<file path="config.mk">
export PLATFORM = sky130hd
export DESIGN_NAME = dram_bank_guard
export DESIGN_NICKNAME = d
export VERILOG_FILES = /design/src/rtl/bank_pkg.sv /design/src/rtl/bank_cmd_decode.sv /design/src/rtl/bank_down_timer.sv /design/src/rtl/dram_bank_guard.sv
export SDC_FILE = /design/constraint.sdc
export NUM_CORES = 1
export LEC_CHECK = 0
export ABC_AREA = 1
export BUFFER_PORTS_ARGS = -buffer_cell sky130_fd_sc_hd__buf_2
export CAP_MARGIN = 5
export CORE_AREA = 2 2 88 90
export DETAILED_ROUTE_END_ITERATION = 12
export DIE_AREA = 0 0 90 92
export HOLD_SLACK_MARGIN = 0.06
export PLACE_DENSITY = 0.49
export RECOVER_POWER = 50
export SLEW_MARGIN = 10
export SYNTH_ARGS = -nofsm -noshare
export SYNTH_HDL_FRONTEND = slang
export SYNTH_SLANG_ARGS = --single-unit
</file>
<file path="constraint.sdc">
create_clock -name clk -period 1.6 [get_ports clk]
set_clock_uncertainty 0.05 [all_clocks]
set_input_delay 0.32 -clock clk [delete_from_list [all_inputs] [get_ports clk]]
set_output_delay 0.32 -clock clk [all_outputs]
set_load 0.005 [all_outputs]
</file>
<file path="src/rtl/bank_pkg.sv">
package bank_pkg;

    typedef enum logic [2:0] {
        ST_IDLE     = 3'd0,
        ST_OPENING  = 3'd1,
        ST_OPEN     = 3'd2,
        ST_RD_BURST = 3'd3,
        ST_WR_BURST = 3'd4,
        ST_CLOSING  = 3'd5
    } bank_state_e;

    typedef enum logic [2:0] {
        OP_DESEL,
        OP_NOP,
        OP_ACT,
        OP_RD,
        OP_WR,
        OP_PRE,
        OP_REF,
        OP_LMR
    } bank_op_e;

endpackage

</file>
<file path="src/rtl/bank_cmd_decode.sv">
module bank_cmd_decode
    import bank_pkg::*;
(
    input  logic     cs_n,
    input  logic     ras_n,
    input  logic     cas_n,
    input  logic     we_n,
    input  logic     bank_hit,
    output bank_op_e op_o
);

    bank_op_e raw_op;

    // Strobe pattern to operation.
    always_comb begin
        if (cs_n) begin
            raw_op = OP_DESEL;
        end else begin
            unique case ({ras_n, cas_n, we_n})
                3'b111:  raw_op = OP_NOP;
                3'b011:  raw_op = OP_ACT;
                3'b101:  raw_op = OP_RD;
                3'b100:  raw_op = OP_WR;
                3'b010:  raw_op = OP_PRE;
                3'b001:  raw_op = OP_REF;
                3'b000:  raw_op = OP_LMR;
                default: raw_op = OP_NOP;
            endcase
        end
    end

    // A command aimed at another bank is seen here as a NOP.
    assign op_o = bank_hit ? raw_op : OP_NOP;

endmodule

</file>
<file path="src/rtl/bank_down_timer.sv">
module bank_down_timer #(
    parameter int W = 8
) (
    input  logic         clk,
    input  logic         rst_n,
    input  logic         load,
    input  logic [W-1:0] load_val,
    output logic         zero_o
);

    logic [W-1:0] cnt_q;

    // Loadable down-counter that holds at zero.
    always_ff @(posedge clk) begin
        if (!rst_n) begin
            cnt_q <= '0;
        end else if (load) begin
            cnt_q <= load_val;
        end else if (cnt_q != '0) begin
            cnt_q <= cnt_q - W'(1);
        end
    end

    assign zero_o = (cnt_q == '0);

endmodule

</file>
<file path="src/rtl/dram_bank_guard.sv">
module dram_bank_guard
    import bank_pkg::*;
#(
    parameter int TW = 8,
    parameter int BW = 8
) (
    input  logic          clk,
    input  logic          rst_n,
    input  logic          cs_n,
    input  logic          ras_n,
    input  logic          cas_n,
    input  logic          we_n,
    input  logic          bank_hit,
    input  logic [TW-1:0] t_rcd,
    input  logic [TW-1:0] t_rp,
    input  logic [BW-1:0] burst_len,
    output logic [2:0]    state_o,
    output logic          violation_o,
    output logic          burst_busy_o
);

    localparam logic [TW-1:0] T_ONE = TW'(1);
    localparam logic [BW-1:0] B_ONE = BW'(1);

    bank_op_e    op;
    bank_state_e state_q, state_d;
    logic        illegal;
    logic        phase_load, phase_zero;
    logic [TW-1:0] phase_val;
    logic        burst_load, burst_zero;
    logic        violation_q;

    // The loaded value is one less than the cycle count, so the count runs down to zero.
    // A programmed value of zero is treated as one cycle.
    wire [TW-1:0] rcd_ld   = (t_rcd == '0) ? '0 : t_rcd - T_ONE;
    wire [TW-1:0] rp_ld    = (t_rp == '0) ? '0 : t_rp - T_ONE;
    wire [BW-1:0] burst_ld = (burst_len == '0) ? '0 : burst_len - B_ONE;

    bank_cmd_decode u_dec (
        .cs_n     (cs_n),
        .ras_n    (ras_n),
        .cas_n    (cas_n),
        .we_n     (we_n),
        .bank_hit (bank_hit),
        .op_o     (op)
    );

    // One timer serves both the row-open and the precharge delay.
    bank_down_timer #(.W(TW)) u_phase (
        .clk      (clk),
        .rst_n    (rst_n),
        .load     (phase_load),
        .load_val (phase_val),
        .zero_o   (phase_zero)
    );

    bank_down_timer #(.W(BW)) u_burst (
        .clk      (clk),
        .rst_n    (rst_n),
        .load     (burst_load),
        .load_val (burst_ld),
        .zero_o   (burst_zero)
    );

    wire quiet = (op == OP_DESEL) || (op == OP_NOP);

    // Next-state and command-legality logic.
    always_comb begin
        state_d    = state_q;
        illegal    = 1'b0;
        phase_load = 1'b0;
        phase_val  = rcd_ld;
        burst_load = 1'b0;
        unique case (state_q)
            ST_IDLE: begin
                unique case (op)
                    OP_ACT: begin
                        state_d    = ST_OPENING;
                        phase_load = 1'b1;
                        phase_val  = rcd_ld;
                    end
                    OP_PRE: begin
                        state_d    = ST_CLOSING;
                        phase_load = 1'b1;
                        phase_val  = rp_ld;
                    end
                    OP_RD, OP_WR: illegal = 1'b1;
                    default: ;
                endcase
            end
            ST_OPENING, ST_CLOSING: begin
                illegal = !quiet;
                if (phase_zero) begin
                    state_d = (state_q == ST_OPENING) ? ST_OPEN : ST_IDLE;
                end
            end
            ST_OPEN: begin
                unique case (op)
                    OP_RD: begin
                        state_d    = ST_RD_BURST;
                        burst_load = 1'b1;
                    end
                    OP_WR: begin
                        state_d    = ST_WR_BURST;
                        burst_load = 1'b1;
                    end
                    OP_PRE: begin
                        state_d    = ST_CLOSING;
                        phase_load = 1'b1;
                        phase_val  = rp_ld;
                    end
                    OP_ACT, OP_REF, OP_LMR: illegal = 1'b1;
                    default: ;
                endcase
            end
            ST_RD_BURST, ST_WR_BURST: begin
                if (op == OP_RD || op == OP_WR) begin
                    state_d    = (op == OP_RD) ? ST_RD_BURST : ST_WR_BURST;
                    burst_load = 1'b1;
                end else begin
                    illegal = !quiet;
                    if (burst_zero) begin
                        state_d = ST_OPEN;
                    end
                end
            end
            default: state_d = ST_IDLE;
        endcase
    end

    // State register.
    always_ff @(posedge clk) begin
        if (!rst_n) begin
            state_q <= ST_IDLE;
        end else begin
            state_q <= state_d;
        end
    end

    // Output register.
    always_ff @(posedge clk) begin
        if (!rst_n) begin
            violation_q <= 1'b0;
        end else begin
            violation_q <= illegal;
        end
    end

    assign state_o      = state_q;
    assign violation_o  = violation_q;
    assign burst_busy_o = (state_q == ST_RD_BURST) || (state_q == ST_WR_BURST);

endmodule

</file>
Word-level counts from Yosys, hierarchy flattened --
Cells that the tools add are included.
Word-level totals: RAM bits 0, word-level logic and storage cells 82, register bits 20, bits in latches 0, memories kept 0, memory bits (read-only) 0
Cells by class: equality and inequality tests 21, muxes and demuxes 29, bitwise logic cells 0, reduce and logical (&&, ||, !) cells 23, multipliers 0, div/mod/pow operators 0, add/subtract/negate cells 5, shift operators 0, $lt $le $gt $ge 0
Operator list (number):
- 2-to-1 mux 8 bit | 9
- logical NOT 8 bit | 5
- subtractor 8 x 1 -> 8 bit, second input constant | 5
- == test 3 bit, second input constant | 8
- == test 3 x 2 -> 1 bit, second input constant | 6
- 2-to-1 mux 3 bit | 6
- one-hot mux 3 bit (6 select lines) | 1
- nonzero test 8 bit | 2
- one-hot mux 3 bit (4 select lines) | 1
- OR reduction 2 bit | 5
- == test 3 x 1 -> 1 bit, second input constant | 3
- logical NOT 3 bit | 3
- one-hot mux 3 bit (3 select lines) | 1
- 2-to-1 mux 1 bit | 6
- inequality test 3 bit, second input constant | 2
- one-hot mux 3 bit (2 select lines) | 1
- inequality test 4 x 3 -> 1 bit, second input constant | 1
- one-hot mux 1 bit (2 select lines) | 2
- one-hot mux 1 bit (4 select lines) | 1
- AND reduction 4 bit | 1
- nonzero test 2 bit | 2
- logical OR 1 bit | 3
- OR reduction 3 bit | 1
- 2-to-1 mux 2 bit | 1
- other kinds (2) | 2

Logic depth before layout (Yosys ltp) --
word-level depth 9, gate-level depth with buffers 14, depth with buffers taken out 14

By module --
From an unflattened synthesis, not the netlist that was laid out.
Second synthesis, totals: cell total of the unflattened synthesis 336, area, all modules 2049.5 um^2
By module, submodules not included:
- dram_bank_guard | times used 1, cells each 180, area each 1024.7 um^2
- bank_down_timer | times used 2, cells each 70, area each 478.0 um^2
- bank_cmd_decode | times used 1, cells each 16, area each 68.8 um^2

Worst setup path before layout --
No wires, ideal clock.
kind input port to flip-flop, start input port burst_len[0], end register u_burst.cnt_q[1], data required time 1.433 ns, setup slack -0.010 ns, cell stages on the path 10, buffers on the path 0, setup time 0.117 ns, data arrival time 1.443 ns, cell sequence inv_1 > ha_1 > nand2_1 > nor2_1 > nand3_1 > nor2_1 > or2_2 > nand2_1 > a21oi_1 > nor2_1
Between the ends: cells in the longest elaborated chain, start to end 3
RTL lines:
- start, declared | line dram_bank_guard.sv:16 | input logic [BW-1:0] burst_len,
- subtractor 8 x 1 -> 8 bit or logical NOT 8 bit (tied branches) | line dram_bank_guard.sv:37 | wire [BW-1:0] burst_ld = (burst_len == '0) ? '0 : burst_len - B_ONE;
- 2-to-1 mux 8 bit * | line dram_bank_guard.sv:37
- 2-to-1 mux 8 bit * | line bank_down_timer.sv:17 | end else if (load) begin
- end signal, assigned | line bank_down_timer.sv:18 | cnt_q <= load_val;
- end signal, assigned | line bank_down_timer.sv:20 | cnt_q <= cnt_q - W'(1);
- end, declared | line bank_down_timer.sv:11 | logic [W-1:0] cnt_q;
Mark *: on every way between the ends. The rest lies on a longest branch, timed or not. A chain may end at the register's enable or synchronous reset.

Worst setup path in the final report --
start input port we_n, end register u_phase.cnt_q[1]
Between the ends: cells in the longest elaborated chain, start to end 9
RTL lines:
- start, declared | line dram_bank_guard.sv:12 | input logic we_n,
- == test 3 x 1 -> 1 bit (tied with other cells) | line bank_cmd_decode.sv:19 | unique case ({ras_n, cas_n, we_n})
- one-hot mux 3 bit (6 select lines) * | line bank_cmd_decode.sv:19
- 2-to-1 mux 3 bit * | line bank_cmd_decode.sv:16 | if (cs_n) begin
- 2-to-1 mux 3 bit * | line bank_cmd_decode.sv:33 | assign op_o = bank_hit ? raw_op : OP_NOP;
- == test 3 bit or == test 3 x 2 -> 1 bit (tied branches) | line dram_bank_guard.sv:76, dram_bank_guard.sv:98
- OR reduction 2 bit (no source line)
- 2-to-1 mux 1 bit | line dram_bank_guard.sv:76 | unique case (op)
- one-hot mux 1 bit (2 select lines) | line dram_bank_guard.sv:74 | unique case (state_q)
- 2-to-1 mux 8 bit or nonzero test 2 bit (tied branches)
- end signal, assigned | line bank_down_timer.sv:18
- end signal, assigned | line bank_down_timer.sv:20
- end, declared | line bank_down_timer.sv:11
Marked as above.

==> results.tsv <==
metric	value	unit
outcome	finished, final reports clean	
core box area	7450	um2
Synth Register Bits	20	
worst slew pin tran	0.246	ns
minimum clock period	1.51	ns
Peak supply drop	0.480	mV
pwr dens	1360	nW/um2
die width	90	um
fin crit share	0.946	
RR Endpoint	u_burst.cnt_q[1]$_SDFFE_PN0P_	
multi-input logic area	1560	um2
slowest CP cell	nor2_4	
first-pass GRT wire length	9020	um
Site Rows	32	
share of the yosys chip area belonging to registers	0.189	
diodes inserted	0	
design area	2890	um2
proportion of layout cells with a drive suffix above 1	0.353	
initial antenna violation count	0	
residual DRC count	0	
Yosys cell types	32	
Die Y	92	um
sequence of cells on the critical path	buf_2 -> nand2_1 -> nand2_1 -> nand2_2 -> nand2_2 -> nor2_4 -> nand3_4 -> buf_4 -> nand2_1 -> nand2_1 -> nand2_1 -> nand3_1 -> nand2_1 -> inv_1	
GRT Util Overall	0.127	
Net count, final	472	
worst skew pair latency	0.26	ns
R2R Setup Slk	0.09	ns
WP data arrival	1.63	ns
Crit path top cell by count	nand2_1	
R2R cell count	10	
Critical Path Start Type	input pin	
r2r startpoint	state_o[0]$_SDFFE_PN0P_	
synthesized area	2120	um2
Post-DP Area	2720	um2
initial core utilization	0.285	
max_cap viols	0	
Min-Delay Endpoint	state_o[0]$_SDFFE_PN0P_	
CTS Sinks	20	
number of top-level pins	36	
hold_buf cts	0	
die area	8280	um2
Final Hold Viols	0	
pin count of the biggest net entering global routing	12	
Final TNS setup	0	ns
Storage cell area	404	um2
critical path type	in2reg	
Non-Filler Instances	535	
placed cell count	529	
Worst EP required	1.71	ns
clock-pin slew on the worst setup and hold paths	0.08	ns
Area Growth Syn to Fin	36.3	%
Hold Startpoint	rst_n	
CTS tree	built	
CP Max Fanout	8	
routed len/inst	9.89	um
hold depth	3	
unrepaired setup endpoints after global routing	true	
WL final	5290	um
Leak	0.00145	uW
Post-Syn Nets	389	
Root Buffer	clkbuf_8	
DRT antenna net count	0	
dpl hpwl	4430	um
# setup viols final	0	
Fmax achieved	660	MHz
post-synthesis area per instance	6.04	um2
Critical Path Sink Type	register	
HP Class	in2reg	
Starting DRT DRC Count	49	
Syn Inst Count	351	
fillcell total	843	
vias in the first global route	2201	
drt pass-1 iters	4	
buffers added on ports	35	
Via Count	2323	
H-tree levels	1	
Slew Viols, Final	0	
Vias/cell	4.34	
slew margin rel.	0.835	
post-layout power	3940	uW
Placer Congestion	0.858	
Hold Worst Slack	0.358	ns
synth warn	0	
Largest stage delay, worst path	0.19	ns
Congestion Overflow GR	0	
cts bufs inserted	3	
Max clock buf depth	2	
[cells by family after synthesis]
| family | Yosys count | share of synthesized area |
|---|---|---|
| AND/OR/NAND/NOR | 194 | 0.443 |
| buffers and inverters | 62 | 0.121 |
| AO/OA/AOI/OAI | 52 | 0.140 |
| flip-flops | 20 | 0.189 |
| XOR/XNOR | 16 | 0.0661 |
| adder cells (fa/ha/maj) | 7 | 0.0413 |
[how the worst max path moves through the flow]
stage	endpoint	from	slack [ns]
after floorplan	u_burst.cnt_q[1]$_SDFFE_PN0P_	burst_len[0]	0.06
after global placement	u_phase.cnt_q[1]$_SDFFE_PN0P_	t_rcd[0]	-0.20
after detailed placement	u_phase.cnt_q[1]$_SDFFE_PN0P_	t_rcd[0]	-0.23
after CTS	u_phase.cnt_q[2]$_SDFFE_PN0P_	state_o[0]$_SDFFE_PN0P_	0.005
after global routing	u_phase.cnt_q[1]$_SDFFE_PN0P_	we_n	-0.02
final	u_phase.cnt_q[1]$_SDFFE_PN0P_	we_n	0.09
[cells in the mapped netlist, drive strengths merged]
library cell,number,area [um2]
xnor2,6,52.6
a211oi,1,7.51
a21oi,19,98.9
xor2,10,87.6
dfxtp,20,400
o21ai,23,126
nand2,89,407
nand4,4,25.0
o21bai,1,7.51
ha,7,87.6
nor3,5,25.0
nor2,56,257
nor3b,1,7.51
buf,4,38.8
inv,57,214
o211ai,4,30.0
or2,6,37.5
clkinv,1,3.75
a21boi,1,7.51
a31oi,3,18.8
nand3,33,180
[where the power goes]
part	leakage [uW]	internal (uW)	total (uW)	switching, uW
Combinational	0.00126	1220	2680	1450
Sequential	0.000166	718	874	155
Clock	0.0000288	219	392	173
[stage by stage]
step                      worst slack, ns   util
after global placement             -0.204  0.366
final                              0.0857  0.388
after detailed placement           -0.230  0.366
after floorplan                    0.0557      -
after global routing              -0.0230  0.388
after CTS                         0.00541  0.373
[layer usage]
layer	track usage	wire length [um]	vias up
met5	0	0	-
met4	0.0154	13	0
met3	0.0230	116	2
met2	0.234	2600	27
met1	0.159	2560	1015
li1	-	-	1279
[layout by cell type (no fill, tap or decap), types with 2 or more instances in the layout]
| cell | n |
|---|---|
| ha_1 | 5 |
| nor2_2 | 9 |
| nand4_1 | 4 |
| a21oi_2 | 2 |
| o211ai_1 | 4 |
| buf_4 | 46 |
| ha_2 | 2 |
| clkbuf_8 | 4 |
| xor2_1 | 10 |
| dfxtp_2 | 3 |
| nand2_4 | 9 |
| a31oi_1 | 3 |
| o21ai_0 | 17 |
| nand2_1 | 70 |
| nor2_4 | 6 |
| nand2_2 | 10 |
| or2_2 | 6 |
| nor2_1 | 40 |
| xnor2_1 | 6 |
| a21oi_1 | 17 |
| o21ai_1 | 3 |
| nand3_1 | 28 |
| nor3_1 | 5 |
| nand3_4 | 2 |
| inv_1 | 47 |
| o21ai_2 | 3 |
| inv_2 | 10 |
| nand3_2 | 3 |
| dfxtp_1 | 17 |
| buf_2 | 35 |
[state kept, by name (all words and copies together), names as in the netlist]
signal	count
state_o	3
u_burst.cnt_q	8
u_phase.cnt_q	8
violation_o	1
[worst max-delay path, delay by kind of cell]
family	cells	cell delay [ns]
and+or+nand+nor	11	0.94
buffers and inverters	3	0.37
[cell type report]
cell class              instances  share of cell area
well taps                     102              0.0442
flip-flops and latches         20               0.140
clock buffers                   4              0.0191
inverters                      58              0.0758
repair buffers                 82               0.181
multi-input cells             269               0.540
[repair_timing]
action                     in CTS  in global routing
hold endpoints to repair        0                  0
cloned                          0                  0
pin swaps                       0                 14
setup endpoints to repair       1                 19
resized for setup               1                 34
buffers inserted                0                  2
Power figures use the tool's default switching activity.
